$ cat config.mk
export PLATFORM = sky130hd
export DESIGN_NAME = rtc_freeze_bank
export DESIGN_NICKNAME = d
export VERILOG_FILES = /design/src/rtl/rtc_snap_pkg.sv /design/src/rtl/rtc_cal_chain.sv /design/src/rtl/rtc_clear_timer.sv /design/src/rtl/rtc_vis_bank.sv /design/src/rtl/rtc_freeze_bank.sv
export SDC_FILE = /design/constraint.sdc
export NUM_CORES = 1
export LEC_CHECK = 0
export ABC_AREA = 1
export BUFFER_PORTS_ARGS = -buffer_cell sky130_fd_sc_hd__clkbuf_2
export CELL_PAD_IN_SITES_DETAIL_PLACEMENT = 2
export CELL_PAD_IN_SITES_GLOBAL_PLACEMENT = 2
export CORE_ASPECT_RATIO = 0.75
export CORE_MARGIN = 10
export CORE_UTILIZATION = 32
export DETAILED_ROUTE_END_ITERATION = 8
export PLACE_DENSITY_LB_ADDON = 0.05
export RECOVER_POWER = 50
export SYNTH_ARGS = -nofsm -noshare
export SYNTH_HDL_FRONTEND = slang
export SYNTH_HIERARCHICAL = 1
export SYNTH_SLANG_ARGS = --single-unit
$ cat constraint.sdc
create_clock -name clk -period 2.3 [get_ports clk]
set_input_delay 0 -clock clk [delete_from_list [all_inputs] [get_ports clk]]
set_output_delay 0 -clock clk [all_outputs]
set_load 0.01 [all_outputs]
$ cat src/rtl/rtc_snap_pkg.sv
package rtc_snap_pkg;

    localparam int FREEZE_BIT = 6;

    typedef enum logic [2:0] {
        REG_SEC  = 3'd0,
        REG_MIN  = 3'd1,
        REG_HOUR = 3'd2,
        REG_WDAY = 3'd3,
        REG_DATE = 3'd4,
        REG_MON  = 3'd5,
        REG_YEAR = 3'd6,
        REG_CTRL = 3'd7
    } rtc_reg_e;

    typedef struct packed {
        logic [7:0] cent;
        logic [7:0] year;
        logic [7:0] mon;
        logic [7:0] date;
        logic [7:0] wday;
        logic [7:0] hour;
        logic [7:0] min;
        logic [7:0] sec;
    } rtc_time_t;

    typedef struct packed {
        logic       carry;
        logic [7:0] val;
    } bcd_step_t;

    // Advance one BCD field; wraps to lo (with carry) once at or past hi.
    function automatic bcd_step_t bcd_adv(input logic [7:0] v,
                                          input logic [7:0] lo,
                                          input logic [7:0] hi);
        bcd_step_t r;
        if (v >= hi) begin
            r.carry = 1'b1;
            r.val   = lo;
        end else begin
            r.carry = 1'b0;
            r.val   = (v[3:0] == 4'd9) ? {v[7:4] + 4'd1, 4'd0} : v + 8'd1;
        end
        return r;
    endfunction

    // Year multiple of 4, decided on BCD digits directly.
    function automatic logic leap_bcd(input logic [7:0] y);
        if (y[4])
            return (y[3:0] == 4'd2) || (y[3:0] == 4'd6);
        return (y[3:0] == 4'd0) || (y[3:0] == 4'd4) || (y[3:0] == 4'd8);
    endfunction

    function automatic logic [7:0] month_last(input logic [7:0] m,
                                              input logic [7:0] y);
        case (m)
            8'h02:                      return leap_bcd(y) ? 8'h29 : 8'h28;
            8'h04, 8'h06, 8'h09, 8'h11: return 8'h30;
            default:                    return 8'h31;
        endcase
    endfunction

    function automatic logic [7:0] field_mask(input rtc_reg_e r);
        case (r)
            REG_SEC, REG_MIN: return 8'h7F;
            REG_HOUR, REG_DATE,
            REG_CTRL:         return 8'h3F;
            REG_WDAY:         return 8'h07;
            REG_MON:          return 8'h1F;
            default:          return 8'hFF;
        endcase
    endfunction

    function automatic rtc_time_t time_reset();
        rtc_time_t t;
        t      = '0;
        t.wday = 8'h01;
        t.date = 8'h01;
        t.mon  = 8'h01;
        return t;
    endfunction

    // Control address carries the century field.
    function automatic rtc_time_t set_field(input rtc_time_t t,
                                            input rtc_reg_e  r,
                                            input logic [7:0] d);
        rtc_time_t o;
        logic [7:0] v;
        o = t;
        v = d & field_mask(r);
        case (r)
            REG_SEC:  o.sec  = v;
            REG_MIN:  o.min  = v;
            REG_HOUR: o.hour = v;
            REG_WDAY: o.wday = v;
            REG_DATE: o.date = v;
            REG_MON:  o.mon  = v;
            REG_YEAR: o.year = v;
            default:  o.cent = v;
        endcase
        return o;
    endfunction

    function automatic logic [7:0] get_field(input rtc_time_t t,
                                             input rtc_reg_e  r);
        case (r)
            REG_SEC:  return t.sec;
            REG_MIN:  return t.min;
            REG_HOUR: return t.hour;
            REG_WDAY: return t.wday;
            REG_DATE: return t.date;
            REG_MON:  return t.mon;
            REG_YEAR: return t.year;
            default:  return t.cent;
        endcase
    endfunction

endpackage

$ cat src/rtl/rtc_cal_chain.sv
module rtc_cal_chain
    import rtc_snap_pkg::*;
#(
    parameter logic [7:0] CENT_LAST = 8'h39
) (
    input  logic       clk,
    input  logic       rst,
    input  logic       tick_i,
    input  logic       wr_i,
    input  rtc_reg_e   sel_i,
    input  logic [7:0] data_i,
    output rtc_time_t  time_o
);

    rtc_time_t cur_q, nxt;
    bcd_step_t st_sec, st_min, st_hour, st_wday, st_date, st_mon, st_year, st_cent;
    logic c_min, c_hour, c_day, c_mon, c_year, c_cent;

    always_comb begin
        st_sec  = bcd_adv(cur_q.sec,  8'h00, 8'h59);
        st_min  = bcd_adv(cur_q.min,  8'h00, 8'h59);
        st_hour = bcd_adv(cur_q.hour, 8'h00, 8'h23);
        st_wday = bcd_adv(cur_q.wday, 8'h01, 8'h07);
        st_date = bcd_adv(cur_q.date, 8'h01, month_last(cur_q.mon, cur_q.year));
        st_mon  = bcd_adv(cur_q.mon,  8'h01, 8'h12);
        st_year = bcd_adv(cur_q.year, 8'h00, 8'h99);
        st_cent = bcd_adv(cur_q.cent, 8'h00, CENT_LAST);

        c_min  = tick_i & st_sec.carry;
        c_hour = c_min  & st_min.carry;
        c_day  = c_hour & st_hour.carry;
        c_mon  = c_day  & st_date.carry;
        c_year = c_mon  & st_mon.carry;
        c_cent = c_year & st_year.carry;

        nxt = cur_q;
        if (tick_i) nxt.sec  = st_sec.val;
        if (c_min)  nxt.min  = st_min.val;
        if (c_hour) nxt.hour = st_hour.val;
        if (c_day)  nxt.wday = st_wday.val;
        if (c_day)  nxt.date = st_date.val;
        if (c_mon)  nxt.mon  = st_mon.val;
        if (c_year) nxt.year = st_year.val;
        if (c_cent) nxt.cent = st_cent.val;

        // Written field overrides the incremented value.
        if (wr_i) nxt = set_field(nxt, sel_i, data_i);
    end

    always_ff @(posedge clk) begin
        if (rst) cur_q <= time_reset();
        else     cur_q <= nxt;
    end

    assign time_o = cur_q;

    a_r7_sec_wrap: assert property (@(posedge clk) disable iff (rst)
        (tick_i && !wr_i && cur_q.sec == 8'h59) |=> (cur_q.sec == 8'h00));

    a_r7_sec_legal: assert property (@(posedge clk) disable iff (rst)
        (cur_q.sec <= 8'h59) && (cur_q.sec[3:0] <= 4'd9));

    a_r9_wday_range: assert property (@(posedge clk) disable iff (rst)
        (cur_q.wday >= 8'h01) && (cur_q.wday <= 8'h07));

endmodule

$ cat src/rtl/rtc_clear_timer.sv
module rtc_clear_timer #(
    parameter int MIN_CLR_CYCLES = 25000
) (
    input  logic clk,
    input  logic rst,
    input  logic frz_i,
    output logic ok_o
);

    localparam int CW = $clog2(MIN_CLR_CYCLES + 1);
    localparam logic [CW-1:0] CNT_FULL = CW'(MIN_CLR_CYCLES);

    logic [CW-1:0] cnt_q;

    always_ff @(posedge clk) begin
        if (rst)                    cnt_q <= CNT_FULL;
        else if (frz_i)             cnt_q <= '0;
        else if (cnt_q != CNT_FULL) cnt_q <= cnt_q + 1'b1;
    end

    assign ok_o = (cnt_q == CNT_FULL);

    // clear window always restarts after a freeze is released.
    a_r5_not_ready_on_release: assert property (@(posedge clk) disable iff (rst)
        $fell(frz_i) |-> !ok_o);

endmodule

$ cat src/rtl/rtc_vis_bank.sv
module rtc_vis_bank
    import rtc_snap_pkg::*;
(
    input  logic       clk,
    input  logic       rst,
    input  logic       copy_i,
    input  rtc_time_t  src_i,
    input  logic       wr_i,
    input  rtc_reg_e   sel_i,
    input  logic [7:0] data_i,
    input  logic       frz_i,
    output rtc_time_t  vis_o
);

    rtc_time_t vis_q, nxt;

    always_comb begin
        nxt = vis_q;
        if (copy_i)          nxt = src_i;
        if (wr_i && !frz_i)  nxt = set_field(nxt, sel_i, data_i);
    end

    always_ff @(posedge clk) begin
        if (rst) vis_q <= time_reset();
        else     vis_q <= nxt;
    end

    assign vis_o = vis_q;

    // nothing reaches the visible copy while the freeze bit is set.
    a_r2_frozen_hold: assert property (@(posedge clk) disable iff (rst)
        frz_i |=> $stable(vis_q));

endmodule

$ cat src/rtl/rtc_freeze_bank.sv
module rtc_freeze_bank
    import rtc_snap_pkg::*;
#(
    parameter int         MIN_CLR_CYCLES = 25000,
    parameter logic [7:0] CENT_LAST      = 8'h39
) (
    input  logic       clk,
    input  logic       rst,
    input  logic       tick_i,
    input  logic [2:0] addr_i,
    input  logic [7:0] wdata_i,
    input  logic       we_i,
    output logic [7:0] rdata_o
);

    rtc_reg_e  sel;
    rtc_time_t hid_t, vis_t;
    logic      freeze_q, tick_d_q, pend_q, clr_ok, do_copy;

    assign sel = rtc_reg_e'(addr_i);

    always_ff @(posedge clk) begin
        if (rst) begin
            freeze_q <= 1'b0;
            tick_d_q <= 1'b0;
            pend_q   <= 1'b0;
        end else begin
            tick_d_q <= tick_i;
            if (we_i && sel == REG_CTRL) freeze_q <= wdata_i[FREEZE_BIT];
            if (freeze_q)     pend_q <= 1'b1;
            else if (do_copy) pend_q <= 1'b0;
        end
    end

    assign do_copy = !freeze_q && clr_ok && (tick_d_q || pend_q);

    rtc_cal_chain #(.CENT_LAST(CENT_LAST)) chain_i (
        .clk    (clk),
        .rst    (rst),
        .tick_i (tick_i),
        .wr_i   (we_i),
        .sel_i  (sel),
        .data_i (wdata_i),
        .time_o (hid_t)
    );

    rtc_clear_timer #(.MIN_CLR_CYCLES(MIN_CLR_CYCLES)) timer_i (
        .clk   (clk),
        .rst   (rst),
        .frz_i (freeze_q),
        .ok_o  (clr_ok)
    );

    rtc_vis_bank vis_i (
        .clk    (clk),
        .rst    (rst),
        .copy_i (do_copy),
        .src_i  (hid_t),
        .wr_i   (we_i),
        .sel_i  (sel),
        .data_i (wdata_i),
        .frz_i  (freeze_q),
        .vis_o  (vis_t)
    );

    always_comb begin
        if (sel == REG_CTRL) rdata_o = {1'b0, freeze_q, vis_t.cent[5:0]};
        else                 rdata_o = get_field(vis_t, sel);
    end

    a_r11_freeze_readback: assert property (@(posedge clk) disable iff (rst)
        (we_i && sel == REG_CTRL) |=> (rdata_o[FREEZE_BIT] == $past(wdata_i[FREEZE_BIT])
                                       || sel != REG_CTRL));

    a_r11_top_bit_zero: assert property (@(posedge clk) disable iff (rst)
        (sel == REG_CTRL) |-> (rdata_o[7] == 1'b0));

    // a refresh never happens while the hidden chain is invisible to it.
    a_r4_copy_unfrozen: assert property (@(posedge clk) disable iff (rst)
        do_copy |=> (vis_t == $past(hid_t) || $past(we_i)));

endmodule

==> results.md <==
- Cts bufs inserted: 17
- DPL Wire Length: 32,600 microns
- CTS tree: built
- Delay-heaviest family, CP: simple AND/OR/NAND/NOR gates
- Design Area, Final: 12,600 sq um
- Power density over the cells: 530 nW/um^2
- CTS HTree Levels: 4
- CP max FO: 6
- Global-route wire length before repair: 65,900 microns
- Max Slew Vio Count: 0
- Clk root buf: clkbuf_16
- Worst-path cell chain: or2_4 > inv_4 > nand2_4 > nor3_4 > inv_2 > ha_4 > inv_2 > nor2_4 > nand2_1 > nand2_1 > nand2_2 > nand3_4 > nand4_4 > buf_6 > a21oi_2 > o21ai_1 > nand2_1 > inv_1
- Clock-pin slew on the worst setup and hold paths: 0.07 ns
- Synthesized area per cell: 6.39 sq um
- Critical Path Slowest Stage Cell: dfxtp_2
- P_sw: 2.08 mW
- Final core occ: 43.3%
- PnR worst setup slack: -0.331 ns
- Register area: 2890 sq um
- Fmax achieved: 380 MHz
- Final setup fails: 93
- Residual DRC: 0
- Fin. Hold Viols: 0
- Die Height: 168 microns
- Crit path capture type: register
- Most frequent cells in the layout: 308 x nand2_1, 203 x inv_1, 194 x nor2_1, 139 x dfxtp_1, 102 x buf_4
- CP required: 2.66 ns
- Clock latency on the worst-skew pair: 0.47 ns
- Global route overflow: 0
- I/O pin total: 23
- Buf/Inv on CP: 5
- Part of the cycle the worst path needs: 114%
- Slew Limit Headroom: 30.8%
- Clk sink count: 144
- Met2 usage: 34.7%
- Final Wtd Congestion: 0.874
- Core Region: 29,000 sq um
- Busiest grt layer: met2
- Via total after detailed routing: 10,700
- Sw frac: 31.2%
- RSZ-0062 raised after global routing: true
- DR pass1 iterations: 5
- Fillers: 3,463
- Routed WL: 46,100 microns
- Syn Inst Count: 1,465
- Pint: 4.58 mW
- Final Net Count: 1,658
- Combinational share of power: 15.7%
- IO Port Bufs: 22
- Layout Cells excl Fill: 2,021
- Reg power frac: 39.9%
- R2R setup slack: -0.33 ns
- Cell Count Post-Placement: 1,940
- Failing checks: negative setup slack
- Antenna Violating Nets Remaining: 0
- Initial drt markers: 726
- Initial antenna violation count: 0
- Worst stage delay on the critical path: 0.33 ns
- # diodes: 0
- Status: finished with violations
- Critical Path Most Common Cell: nand2_1
- Routed len/inst: 22.8 microns
- Worst ir drop on vdd: 0.000493 V
- CTS max path bufs: 2
- Die area: 36,600 sq um
- M1 GR Usage: 34.4%
- Placed inst area: 10,500 sq um
- Width of the die: 217 microns
- Syn Std Cell Area: 9360 sq um
- Vias per inst: 5.28
- Period minus WS final: 2.63 ns
- Final setup TNS: -17.93 ns
- Total Power: 6.66 mW
- Hold Crit Class: in2reg
- Crit start category: register
- Slew of the pin with the lowest slew margin: 1.03 ns
- Synth warn: 6
- All-layer global routing usage: 23.5%
- Area grow syn2layout: 34.2%
- Met3 Resource Use GR: 4.03%
- Vias in the first global route: 10,700
- Initial Utilization: 32.3%
- Rows: 54
- Most common cell after layout, fill and taps aside: nand2_1
- Arrival time at the worst endpoint: 2.99 ns
- Clock power share: 44.4%
- Area of the multi-input gates: 6050 sq um
- Fin Clk Skew: 0.0104 ns
- Syn_nets: 1,507
- Largest net degree at the start of global routing: 27
- Ratio of cells with drive above 1 in the final layout: 24.8%
- Kind of critical path: reg2reg
- Max-capacitance violation count: 0
- P_leak: 6.02 nW
flip-flops by register name, indices dropped and copies added, names as in the netlist:
signal	cells
timer_i/cnt_q	15
chain_i/time_o	64
pend_q	1
freeze_q	1
vis_i/vis_o	62
tick_d_q	1
through the flow:
stage	worst slack [ns]	hold WS, ns
CTS	-0.202	0.0452
finish	-0.331	0.0913
detailed placement	-0.351	0.309
floorplan	0.0117	0.0691
global route	-0.485	0.0879
global placement	-0.350	0.302
what timing repair did:
| action | CTS | global route |
|---|---|---|
| buffers inserted | 6 | 31 |
| hold buffers | 7 | 0 |
| pin swaps | 16 | 73 |
| endpoints found under the hold margin | 10 | 0 |
| setup endpoints to repair | 93 | 69 |
| resized for setup | 39 | 258 |
| gates cloned | 0 | 8 |
worst reg2reg max path: stages, from the launching register on:
cell     delay [ns]
dfxtp_2        0.33
or2_4          0.27
inv_4          0.07
nand2_4        0.05
nor3_4         0.23
inv_2          0.07
ha_4           0.29
inv_2          0.05
nor2_4         0.08
nand2_1        0.07
nand2_1        0.09
nand2_2        0.08
nand3_4        0.13
nand4_4        0.19
buf_6          0.20
a21oi_2        0.13
o21ai_1        0.08
nand2_1        0.07
inv_1          0.04
routing by layer:
metal / vias to the layer above / routed length (microns)
met1: 5410 / 23200
met4: 0 / 816
met5: - / 0
met3: 42 / 1970
met2: 207 / 20200
li1: 5014 / -
area by class of cell:
class	count	area share, %
Inverter	222	6.89
Clock inverter	14	1.26
Sequential cell	144	23.0
Tap cell	392	3.90
Multi-Input combinational cell	1052	48.1
Clock buffer	18	3.50
Timing Repair Buffer	179	13.3
final timing paths:
kind,from,to,cells after the start
max,chain_i/time_o[47],chain_i/time_o[49],18
max reg2reg,chain_i/time_o[47],chain_i/time_o[49],18
min reg2reg,chain_i/time_o[63],chain_i/time_o[63],2
min,wdata_i[5],vis_i/vis_o[53],5
power groups by stage:
stage	Sequential [mW]	Combinational, mW	Clock, mW
3_3_place_gp	2.70	0.841	0
3_5_place_dp	2.71	0.867	0
4_1_cts	2.65	0.901	3.00
5_1_grt	2.67	1.13	3.11
6_report	2.66	1.04	2.96
2_1_floorplan	2.69	0.480	0
No activity file was read; power rests on OpenSTA's default activity.
